<file path="src/rtl/hpm_pkg.sv">
package hpm_pkg;
  // length inside an inclusive window
  function automatic logic in_window(input int len, input int lo, input int hi);
    return (len >= lo) && (len <= hi);
  endfunction

  // increment that stops at a ceiling
  function automatic int sat_inc(input int v, input int ceil_v);
    return (v >= ceil_v) ? ceil_v : v + 1;
  endfunction
endpackage

</file>
<file path="src/rtl/hpm_sync.sv">
module hpm_sync #(
  parameter int STAGES = 2
) (
  input  logic clk,
  input  logic rst,
  input  logic d,
  output logic q
);
  logic [STAGES-1:0] chain;

  always_ff @(posedge clk) begin
    if (rst) chain <= '0;
    else     chain <= {chain[STAGES-2:0], d};
  end

  assign q = chain[STAGES-1];
endmodule

</file>
<file path="src/rtl/hpm_phase_meter.sv">
module hpm_phase_meter
  import hpm_pkg::*;
#(
  parameter int TIMEOUT  = 16,
  parameter int MIN_HIGH = 1,
  parameter int MAX_HIGH = 3,
  parameter int MIN_LOW  = 1,
  parameter int MAX_LOW  = 3
) (
  input  logic clk,
  input  logic rst,
  input  logic lvl,          // synchronized host clock
  output logic bad_phase,    // completed phase out of bounds
  output logic stall,        // no edge for TIMEOUT cycles
  output logic good_period   // low phase ended in bounds, measuring armed
);
  localparam int CW = $clog2(TIMEOUT + 1);

  logic          lvl_q;
  logic          armed_q;
  logic [CW-1:0] run_q;
  logic          toggled, high_done, low_done;
  logic          high_ok, low_ok;

  assign toggled   = lvl ^ lvl_q;
  assign high_done = toggled & ~lvl;
  assign low_done  = toggled &  lvl;
  assign high_ok   = in_window(int'(run_q), MIN_HIGH, MAX_HIGH);
  assign low_ok    = in_window(int'(run_q), MIN_LOW, MAX_LOW);

  assign bad_phase   = armed_q & ((high_done & ~high_ok) | (low_done & ~low_ok));
  assign stall       = ~toggled & (int'(run_q) >= TIMEOUT);
  assign good_period = armed_q & low_done & low_ok;

  always_ff @(posedge clk) begin
    if (rst) begin
      lvl_q   <= 1'b0;
      armed_q <= 1'b0;
      run_q   <= '0;
    end else begin
      lvl_q <= lvl;
      if (toggled) begin
        armed_q <= 1'b1;
        run_q   <= CW'(1);
      end else begin
        run_q <= CW'(sat_inc(int'(run_q), TIMEOUT));
      end
    end
  end
endmodule

</file>
<file path="src/rtl/hpm_qualifier.sv">
module hpm_qualifier
  import hpm_pkg::*;
#(
  parameter int GOOD_PERIODS = 64
) (
  input  logic clk,
  input  logic rst,
  input  logic fault,
  input  logic good_period,
  output logic qualified
);
  localparam int GW = $clog2(GOOD_PERIODS + 1);

  logic [GW-1:0] streak_q;

  always_ff @(posedge clk) begin
    if (rst || fault)      streak_q <= '0;
    else if (good_period)  streak_q <= GW'(sat_inc(int'(streak_q), GOOD_PERIODS));
  end

  assign qualified = (int'(streak_q) == GOOD_PERIODS);
endmodule

</file>
<file path="src/rtl/hostclk_power_monitor.sv">
module hostclk_power_monitor #(
  parameter int SYNC_STAGES  = 2,
  parameter int TIMEOUT      = 16,
  parameter int MIN_HIGH     = 1,
  parameter int MAX_HIGH     = 3,
  parameter int MIN_LOW      = 1,
  parameter int MAX_LOW      = 3,
  parameter int GOOD_PERIODS = 64
) (
  input  logic clk,
  input  logic rst,
  input  logic host_clk,
  output logic pwr_good,
  output logic bus_oe
);
  logic host_lvl;
  logic bad_phase_w, stall_w, fault_w, good_period_w;

  hpm_sync #(.STAGES(SYNC_STAGES)) u_sync (
    .clk(clk), .rst(rst), .d(host_clk), .q(host_lvl)
  );

  hpm_phase_meter #(
    .TIMEOUT(TIMEOUT), .MIN_HIGH(MIN_HIGH), .MAX_HIGH(MAX_HIGH),
    .MIN_LOW(MIN_LOW), .MAX_LOW(MAX_LOW)
  ) u_meter (
    .clk(clk), .rst(rst), .lvl(host_lvl),
    .bad_phase(bad_phase_w), .stall(stall_w), .good_period(good_period_w)
  );

  assign fault_w = bad_phase_w | stall_w;

  hpm_qualifier #(.GOOD_PERIODS(GOOD_PERIODS)) u_qual (
    .clk(clk), .rst(rst), .fault(fault_w), .good_period(good_period_w),
    .qualified(pwr_good)
  );

  assign bus_oe = pwr_good & ~fault_w;
endmodule

</file>
<file path="config.mk">
export PLATFORM = sky130hd
export DESIGN_NAME = hostclk_power_monitor
export DESIGN_NICKNAME = d
export VERILOG_FILES = /design/src/rtl/hpm_pkg.sv /design/src/rtl/hpm_sync.sv /design/src/rtl/hpm_phase_meter.sv /design/src/rtl/hpm_qualifier.sv /design/src/rtl/hostclk_power_monitor.sv
export SDC_FILE = /design/constraint.sdc
export NUM_CORES = 1
export LEC_CHECK = 0
export BUFFER_PORTS_ARGS = -buffer_cell sky130_fd_sc_hd__buf_2
export CAP_MARGIN = 0
export CORE_MARGIN = 2
export CORE_UTILIZATION = 50
export CTS_CLUSTER_DIAMETER = 60
export CTS_CLUSTER_SIZE = 16
export DETAILED_ROUTE_END_ITERATION = 6
export HOLD_SLACK_MARGIN = 0.06
export PLACE_DENSITY = 0.7
export SLEW_MARGIN = 5
export SYNTH_ARGS = -nofsm -noshare
export SYNTH_HDL_FRONTEND = slang
export SYNTH_HIERARCHICAL = 1
export SYNTH_SLANG_ARGS = --single-unit
</file>
<file path="constraint.sdc">
create_clock -name clk -period 1.79 [get_ports clk]
set_input_delay 0.2685 -clock clk [delete_from_list [all_inputs] [get_ports clk]]
set_output_delay 0.2685 -clock clk [all_outputs]
set_load 0.03 [all_outputs]
</file>
==> results of run 1 <==
-- logic make-up after synthesis --
family	after synthesis
fa+ha+maj	7
compound gates	10
buf+inv	9
simple gates	36
xor+xnor	5
flops	16
-- final cells by class --
cell class              count  area share, %
multi-input cells          58           46.0
well taps                  15           1.68
repair buffers             23           16.3
clock buffers               4           3.24
flip-flops and latches     16           29.5
inverters                   9           3.24
-- registers in the layout (all words and copies together) (netlist names) --
name,flops
u_qual/streak_q,7
u_sync/chain,2
u_meter/armed_q,1
u_meter/run_q,5
u_meter/lvl_q,1
-- metrics by stage --
stage	TNS, ns	instances
after floorplan	-0.256	83
after global placement	-0.0324	116
after detailed placement	-0.0450	116
after CTS	-0.512	121
after global routing	-1.62	125
final	-1.13	125
-- per-layer routing --
metal	part of all wire, %	wire [um]	up-vias
met5	0	0	-
met4	2.1	41	0
met3	2.4	46	5
met2	45	885	14
met1	50	973	345
li1	-	-	335
-- where the power goes --
part           leakage [nW]  internal (W)  switching [W]
sequential            0.132      0.000367      0.0000117
combinational         0.337     0.0000610      0.0000495
clock                0.0210      0.000124       0.000116
-- cell usage after synthesis --
| library cell | instances |
|---|---|
| and2_1 | 1 |
| nor3b_1 | 4 |
| and3b_2 | 1 |
| o21a_1 | 2 |
| a31oi_1 | 1 |
| or3_1 | 2 |
| nand4_1 | 1 |
| xor2_1 | 4 |
| or4b_1 | 1 |
| nand4_2 | 1 |
| nand2_1 | 5 |
| nand3_1 | 1 |
| o21ai_0 | 2 |
| xnor2_1 | 1 |
| nor2_1 | 10 |
| inv_2 | 1 |
| ha_1 | 7 |
| or2_1 | 1 |
| or3b_2 | 1 |
| inv_1 | 8 |
| and4_1 | 1 |
| nor4_1 | 1 |
| dfxtp_1 | 16 |
| nor2b_1 | 2 |
| nor3_1 | 3 |
| a21oi_1 | 5 |
-- what timing repair did --
item                                    4_1_cts  5_1_grt
resized for setup                             7       28
endpoints found under the setup margin        4        9
setup buffers                                 1        4
pin swaps                                     1       10
endpoints found under the hold margin         0        0
-- placed cells by master, fill, tap and decap left out, types with 3 or more instances in the layout --
cell,count
ha_1,5
nor3b_4,3
nor2_1,9
inv_1,5
nand2_1,3
clkbuf_4,3
a21oi_1,3
xor2_1,4
buf_4,17
inv_2,3
buf_6,4
dfxtp_1,12
-- critical path, delay by kind of cell (launching register included) --
kind | cells | cell delay [ns]
fa+ha+maj | 1 | 0.15
buf+inv | 2 | 0.19
flops | 1 | 0.34
simple gates | 3 | 0.88
-- path summary, 6_finish.rpt --
| path | from | to | slack [ns] | cells after the start |
|---|---|---|---|---|
| setup / recovery | u_qual/streak_q[1] | bus_oe | -0.33 | 6 |
| hold / removal | host_clk | u_sync/chain[0] | 0.20 | 2 |
| setup reg to reg | u_meter/run_q[1] | u_qual/streak_q[6] | -0.19 | 10 |
| hold reg to reg | u_sync/chain[0] | u_sync/chain[1] | 0.44 | 1 |
==> flow_metrics.tcl, run 1 <==
set metrics [dict create \
    area_delta_synth_final_pct 49.5 \
    ys_seq_area_share_pct 42.8 \
    pre_cts_ws_ns -0.0450 \
    total_leakage_power_nw 0.490 \
    track_usage_pct 20.4 \
    initial_core_util_pct 55.4 \
    worstPathCellList "inv_2, ha_2, or4b_4, nor3b_4, nor3b_4, buf_6" \
    rows 13 \
    synth_top_cell_area_share_pct 42.8 \
    seq_area_um2 330 \
    grt_max_degree 11 \
    fp.coreArea_mm2 0.00135 \
    dp_hpwl_um 1150 \
    synthMuxAreaShare_pct 0 \
    synth.distinct_cells 26 \
    skew_ns 0.00859 \
    status "finished, violations left" \
    stdcell_area_mm2 0.00112 \
    die_width_um 42.7 \
    worst_pin_slew_ns 0.316 \
    drv_cap 0 \
    grtUsageMet2_pct 30.6 \
    start_kind "register" \
    hold_slack_ns 0.202 \
    overflow 0 \
    syn_area_per_cell_um2 9.01 \
    syn_inst 83 \
    via_per_inst 5.59 \
    grt_pass1_vias 649 \
    grt_pass1_wl_um 2720 \
    critPathMaxStageDelay_ns 0.46 \
    drv_slew 0 \
    antenna_found_initial 0 \
    grt.busiest_layer "met2" \
    synthTopCellsByArea "dfxtp_1 43%, ha_1 12%, nor2_1 5.0%, xor2_1 4.7%, inv_1 4.0%" \
    power_density_mw_per_mm2 651 \
    root_buffer "clkbuf_4" \
    post-route-min-period_ns 2.12 \
    cts_made_buffers 3 \
    nFillCells 77 \
    min_path_type "in -> reg" \
    vias 699 \
    gp_congestion 0.770 \
    rsz0062_at_grt "true" \
    end_kind "primary output" \
    firstDrtPassIters 4 \
    clk_pin_slew_ns 0.10 \
    synth_top_family_by_area "simple AND/OR/NAND/NOR gates" \
    cts_tree "done" \
    max_freq_mhz 472 \
    use_met3_pct 5.11 \
    cts.htree.levels 1 \
    drive_above_1_share_pct 48.2 \
    io_pins 5 \
    crit_top_cell "nor3b_4" \
    hold_viol_final 0 \
    synth-simple-area-share_pct 27.6 \
    die_area_mm2 0.00182 \
    violations "setup timing" \
    port-buffer-count 4 \
    ant_nets 0 \
    antennaDiodeCount 0 \
    netlist_area_um2 748 \
    yosysWarningCount 6 \
    synthXorXnorAreaFrac_pct 5.85 \
    max-vdd-ir-drop_uv 533 \
    final-setup-viol-count 9 \
    critPathMaxFanout 2 \
    die_height_um 42.7 \
    post-route-period-util_pct 118 \
    synth_compound_area_share_pct 7.53 \
    insertion_delay_ns 0.29 \
    nNetsFinal 121 \
    drtIter0Drc 31 \
    multi_input_area_um2 514 \
    routed_wl_um 1950 \
    cp.arrival_ns 1.85 \
    slew_headroom_pct 78.9 \
    cts.sink_count 16 \
    utilization_pct 82.9 \
    hold_buffers 0 \
    synthAdderAreaFrac_pct 11.7 \
    wl_per_cell_um 15.6 \
    drc 0 \
    timing.final.ws_setup_ns -0.326 \
    synth_fp_nets 93 \
    crit_type "reg -> out" \
    worstPathRequired_ns 1.52 \
    power_w 0.000728 \
    crit_slowest_cell "or4b_4" \
    cts.path.max_buffers 2 \
    yosys.area.top_type "dfxtp_1" \
    dpl_cell_area_um2 920 \
    ys_ff_latch 16 \
    grt_use_met1_pct 26.5 \
]
Power figures use the tool's default switching activity.
==> inputs of run 2 (changes only) <==
--- a/config.mk
+++ b/config.mk
@@ -7,13 +7,12 @@
 export LEC_CHECK = 0
 export BUFFER_PORTS_ARGS = -buffer_cell sky130_fd_sc_hd__buf_2
 export CAP_MARGIN = 0
-export CORE_MARGIN = 2
-export CORE_UTILIZATION = 50
+export CORE_UTILIZATION = 55
 export CTS_CLUSTER_DIAMETER = 60
 export CTS_CLUSTER_SIZE = 16
 export DETAILED_ROUTE_END_ITERATION = 6
 export HOLD_SLACK_MARGIN = 0.06
-export PLACE_DENSITY = 0.7
+export PLACE_DENSITY = 0.73
 export SLEW_MARGIN = 5
 export SYNTH_ARGS = -nofsm -noshare
 export SYNTH_HDL_FRONTEND = slang
==> constraint.sdc (replaced) <==
create_clock -name clk -period 2 [get_ports clk]
set_input_delay 0.3 -clock clk [delete_from_list [all_inputs] [get_ports clk]]
set_output_delay 0.3 -clock clk [all_outputs]
set_load 0.03 [all_outputs]
==> run 2 against run 1 <==
Effect of this change:
- first-iteration DRC count is 84% lower
- combinational power is 60% lower
- utilization is 8.6 points lower
- critical path type unchanged
- wire length is 33% lower
- register-to-register slack better by 0.28 ns
- die area is 17% lower
- sequential cell count stayed put
- clock-buffer cell count is 1 lower
- highest routed layer unchanged
- sequential share of layout area is 7.5 points higher
- critical endpoint unchanged
- worst setup slack better by 0.24 ns
- cell area is 21% lower
- the flow still finishes with violations (setup timing)
==> flow_metrics.tcl, run 2 (synthesis results as in run 1) <==
set metrics [dict create \
    critPathMaxStageDelay_ns 0.46 \
    post-route-period-util_pct 104 \
    tns_ns -0.0853 \
    area_delta_synth_final_pct 17.7 \
    hold_viol_final 0 \
    max-vdd-ir-drop_uv 466 \
    crit_top_cell "nor3b_4" \
    io_pins 5 \
    via_per_inst 5.44 \
    clk_pin_slew_ns 0.09 \
    cts_tree "done" \
    die_height_um 38.9 \
    antenna_found_initial 0 \
    drc 0 \
    vias 582 \
    timing.final.ws_setup_ns -0.0853 \
    initial_core_util_pct 63.1 \
    critPathMaxFanout 2 \
    firstDrtPassIters 4 \
    cts_made_buffers 3 \
    crit_slowest_cell "or4b_4" \
    antennaDiodeCount 0 \
    nNetsFinal 105 \
    critical_path.startpoint "u_qual/streak_q[0]" \
    ant_nets 0 \
    hold_buffers 0 \
    skew_ns 0.00529 \
    largest-register "u_qual/streak_q" \
    final_cell_mix "13 x dfxtp_1, 10 x nor2_1, 7 x inv_1, 7 x ha_1, 5 x nand2_1" \
    grt_pass1_vias 505 \
    drive_above_1_share_pct 25.8 \
    top_regs "u_qual/streak_q (7), u_meter/run_q (5), u_sync/chain (2)" \
    root_buffer "clkbuf_4" \
    cts.sink_count 16 \
    drv_slew 0 \
    die_area_mm2 0.00151 \
    r2r_start "u_meter/run_q[1]" \
    worstPathRequired_ns 1.70 \
    overflow 0 \
    utilization_pct 74.3 \
    violations "setup timing" \
    cts.htree.levels 1 \
    gp_congestion 0.740 \
    nFillCells 96 \
    cp.arrival_ns 1.79 \
    hold_depth 2 \
    total_leakage_power_nw 0.364 \
    hold_slack_ns 0.228 \
    routed_wl_um 1310 \
    rows 12 \
    drv_cap 0 \
    cp_num_cells 6 \
    final_common_cell "dfxtp_1" \
    dp_hpwl_um 919 \
    path_delay_family "simple AND/OR/NAND/NOR gates" \
    cts.path.max_buffers 2 \
    drtIter0Drc 5 \
    end_kind "primary output" \
    die_width_um 38.9 \
    slew_headroom_pct 80.6 \
    stdcell_count 107 \
    final-setup-viol-count 1 \
    numPlacedInstances 102 \
    start_kind "register" \
    insertion_delay_ns 0.27 \
    max_freq_mhz 480 \
    port-buffer-count 4 \
    crit_type "reg -> out" \
    track_usage_pct 20.1 \
    path_buf_inv 2 \
    reg2reg_depth 8 \
    power_density_mw_per_mm2 613 \
    largest_register_ffs 7 \
    grt_max_degree 11 \
    post-route-min-period_ns 2.09 \
    wl_per_cell_um 12.2 \
    worstPathCellList "inv_2, ha_1, or4b_4, nor3b_4, nor3b_4, buf_6" \
    rsz0062_at_grt "true" \
    worstHoldStart "host_clk" \
    status "finished, violations left" \
    fp.coreArea_mm2 0.00119 \
    worst_pin_slew_ns 0.288 \
    min_path_type "in -> reg" \
    grt_pass1_wl_um 2040 \
]
run 2: cell count changes in the layout (fill, tap and decap cells not counted), moves of 2 or more:
cell | before | now
ha_1 | 5 | 7
nand2_4 | 2 | 0
buf_6 | 4 | 1
nand2_1 | 3 | 5
inv_1 | 5 | 7
buf_4 | 17 | 3
run 2: area by class of cell:
type | count | area, um^2 | share of cell area (%)
clock buffers | 3 | 22.5 | 2.56
repair buffers | 7 | 48.8 | 5.54
well taps | 14 | 17.5 | 1.99
multi-input cells | 58 | 432 | 49.0
inverters | 9 | 33.8 | 3.84
flip-flops and latches | 16 | 327 | 37.1
run 2: repair_timing:
action	4_1_cts	5_1_grt
gates cloned	0	0
setup endpoints to repair	2	7
pin swaps	1	0
gates resized for setup	5	4
buffers inserted	2	0
run 2: through the flow:
stage	total power, W	setup slack, ns	instance area (um^2)
detailed placement	0.000383	0.0508	821
floorplan	0.000372	-0.0779	776
global placement	0.000382	0.136	821
global route	0.000563	-0.164	881
CTS	0.000542	-0.104	868
finish	0.000540	-0.0853	881
run 2: where the power goes:
part           switching (W)  leakage [nW]  internal (W)   total, W
logic              0.0000251         0.219     0.0000192  0.0000443
clock network      0.0000900        0.0138     0.0000696   0.000160
registers         0.00000891         0.132      0.000327   0.000336
run 2: metal layers:
metal | share of wire, % | routed length [um] | vias up | global-route usage (%)
met5 | 0 | 0 | - | 0
met4 | 0.84 | 11 | 0 | 7.76
met3 | 2.0 | 26 | 2 | 5.20
met2 | 44 | 573 | 5 | 28.7
met1 | 53 | 696 | 277 | 28.4
li1 | - | - | 298 | -
run 2: path summary, 6_finish.rpt:
check	endpoint	slack [ns]
max reg2reg	u_qual/streak_q[5]	0.09
min	u_sync/chain[0]	0.23
min reg2reg	u_meter/armed_q	0.46
max	bus_oe	-0.09
==> inputs of run 3 (changes only) <==
--- a/config.mk
+++ b/config.mk
@@ -5,14 +5,15 @@
 export SDC_FILE = /design/constraint.sdc
 export NUM_CORES = 1
 export LEC_CHECK = 0
+export ABC_AREA = 1
 export BUFFER_PORTS_ARGS = -buffer_cell sky130_fd_sc_hd__buf_2
 export CAP_MARGIN = 0
-export CORE_UTILIZATION = 55
+export CORE_UTILIZATION = 56
 export CTS_CLUSTER_DIAMETER = 60
 export CTS_CLUSTER_SIZE = 16
 export DETAILED_ROUTE_END_ITERATION = 6
 export HOLD_SLACK_MARGIN = 0.06
-export PLACE_DENSITY = 0.73
+export PLACE_DENSITY = 0.74
 export SLEW_MARGIN = 5
 export SYNTH_ARGS = -nofsm -noshare
 export SYNTH_HDL_FRONTEND = slang
==> run 3 against run 2 <==
Effect of this change:
- cell area is 0.14% lower
- the flow now finishes without violations
- worst hold slack worse by 0.0080 ns
- synthesized cell count is 34% higher
- first-iteration DRC count grew to 6.6 times the previous value
- utilization is 7.5 points lower
==> flow_metrics.tcl, run 3 <==
set metrics [dict create \
    firstDrtPassIters 4 \
    worstPathRequired_ns 1.70 \
    syn_inst 111 \
    ant_nets 0 \
    wl_per_cell_um 9.77 \
    initial_core_util_pct 61.4 \
    synth_top_cell_area_share_pct 39.6 \
    end_kind "primary output" \
    routed_wl_um 1300 \
    rsz0062_at_grt "false" \
    numPlacedInstances 130 \
    post-route-period-util_pct 94.6 \
    synth_fp_nets 121 \
    nFillCells 115 \
    die_area_mm2 0.00160 \
    synth.distinct_cells 17 \
    path_buf_inv 3 \
    cts_tree "done" \
    cts_made_buffers 3 \
    status "complete, no violations" \
    netlist_area_um2 810 \
    antennaDiodeCount 0 \
    gp_congestion 0.724 \
    crit_top_cell "nor2_2" \
    cts.sink_count 16 \
    total_leakage_power_nw 0.384 \
    worst_pin_slew_ns 0.338 \
    skew_ns 0.00601 \
    postSynth.asyncResetShare_pct 0 \
    drv_slew 0 \
    drtIter0Drc 33 \
    grt_pass1_wl_um 1970 \
    die_height_um 40.0 \
    insertion_delay_ns 0.27 \
    slew_headroom_pct 77.3 \
    hold_viol_final 0 \
    stdcell_count 133 \
    drive_above_1_share_pct 16.9 \
    start_kind "register" \
    root_buffer "clkbuf_4" \
    track_usage_pct 18.0 \
    grt_pass1_vias 503 \
    dpl_cell_area_um2 855 \
    drv_cap 0 \
    cts.htree.levels 1 \
    syn_area_per_cell_um2 7.29 \
    multi_input_area_um2 398 \
    area_delta_synth_final_pct 8.66 \
    port-buffer-count 4 \
    ys_seq_area_share_pct 39.6 \
    final-setup-viol-count 0 \
    synth_edf_count 0 \
    worstPathCellList "ha_1, inv_1, nand3_1, nand2_2, nor2_2, nor2_2, inv_1, nand2_2, nor2_2, buf_2" \
    synthTopCellsByArea "dfxtp_1 40%, inv_1 12%, ha_1 11%, nand2_1 7.9%, a21oi_1 6.8%" \
    max-vdd-ir-drop_uv 378 \
    min_path_type "in -> reg" \
    crit_type "reg -> out" \
    via_per_inst 4.92 \
    cp.arrival_ns 1.59 \
    yosysWarningCount 6 \
    final_cell_mix "26 x inv_1, 17 x nand2_1, 14 x dfxtp_1, 11 x a21oi_1, 10 x nor2_1" \
    critPathMaxStageDelay_ns 0.41 \
    critPathMaxFanout 8 \
    cts.path.max_buffers 2 \
    final_common_cell "inv_1" \
    overflow 0 \
    yosys.area.top_type "dfxtp_1" \
    hold_buffers 0 \
    yosysMostFrequentCell "inv_1" \
    max_freq_mhz 529 \
    ys_ff_latch 16 \
    drc 0 \
    ys_dominant_reg_cell "dfxtp_1" \
    crit_slowest_cell "dfxtp_2" \
    seq_area_um2 323 \
    dp_hpwl_um 1000 \
    top_regs "u_qual/streak_q (7), u_meter/run_q (5), u_sync/chain (2)" \
    nNetsFinal 130 \
    die_width_um 40.0 \
    synth.top_cells.by_count "26 x inv_1, 17 x nand2_1, 16 x dfxtp_1, 11 x a21oi_1, 10 x nor2_1" \
    path_delay_family "flip-flops" \
    hold_slack_ns 0.220 \
    stdcell_area_um2 880 \
    largest-register "u_qual/streak_q" \
    grt_max_degree 9 \
    vias 655 \
    antenna_found_initial 0 \
    power_density_mw_per_mm2 625 \
    largest_register_ffs 7 \
    io_pins 5 \
    tns_ns 0 \
    clk_pin_slew_ns 0.09 \
    fp.coreArea_mm2 0.00132 \
    power_w 0.000549 \
    post-route-min-period_ns 1.89 \
    rows 13 \
]
[run 3: cell types whose count changed in the layout (fill, tap and decap cells not counted), moves of 3 or more]
cell     before  now
nand3_1       1    8
buf_4         3    0
a21oi_1       4   11
nor2_2        0    5
inv_1         7   26
nand2_1       5   17
xor2_1        4    0
[run 3: repair_timing]
| item | 4_1_cts | 5_1_grt |
|---|---|---|
| pin swaps | 0 | 0 |
| setup endpoints to repair | 1 | 1 |
| setup buffers | 0 | 0 |
| resized for setup | 1 | 1 |
| endpoints found under the hold margin | 0 | 0 |
[run 3: power breakdown]
part | switching, W | total (W) | internal (W) | leakage (nW)
registers | 0.0000106 | 0.000339 | 0.000329 | 0.131
clock network | 0.0000906 | 0.000160 | 0.0000696 | 0.0138
logic | 0.0000311 | 0.0000501 | 0.0000189 | 0.240
[run 3: final timing paths]
path / start / endpoint / slack (ns) / cells past startpoint
setup reg to reg: u_meter/run_q[0] / u_qual/streak_q[4] / 0.29 / 13
setup / recovery: u_meter/run_q[0] / bus_oe / 0.11 / 10
hold / removal: host_clk / u_sync/chain[0] / 0.22 / 3
hold reg to reg: u_sync/chain[0] / u_sync/chain[1] / 0.42 / 2
[run 3: final cells by class]
class	instances	area share, %
Inverter	26	11.1
Tap cell	15	2.13
Sequential cell	16	36.7
Timing Repair Buffer	4	2.28
Clock buffer	3	2.56
Multi-Input combinational cell	69	45.2
[run 3: per-stage QoR]
step | util [%] | setup slack (ns)
floorplan | - | 0.0970
global placement | 64.9 | 0.295
detailed placement | 64.9 | 0.242
CTS | 66.7 | 0.0278
global route | 66.8 | 0.00798
finish | 66.8 | 0.109
[run 3: cell families (layout without fill, tap and decap cells)]
group	Yosys count	count (layout)	share of synthesized area, %
AOI/OAI and AO/OA	15	15	10.0
adders and majority gates	7	7	10.8
buffers and inverters	26	33	12.1
DFF	16	16	39.6
and+or+nand+nor	47	47	27.5
[run 3: layer usage]
| layer | vias to the layer above | track usage, % | share of wire, % |
|---|---|---|---|
| li1 | 356 | - | - |
| met1 | 278 | 26.0 | 53 |
| met2 | 19 | 26.6 | 40 |
| met3 | 2 | 3.33 | 6.7 |
| met4 | 0 | 5.17 | 0.46 |
| met5 | - | 0 | 0 |
[run 3: worst min-delay path, stage by stage]
cell	delay, ns
buf_2	0.09
inv_1	0.04
nor2_1	0.03
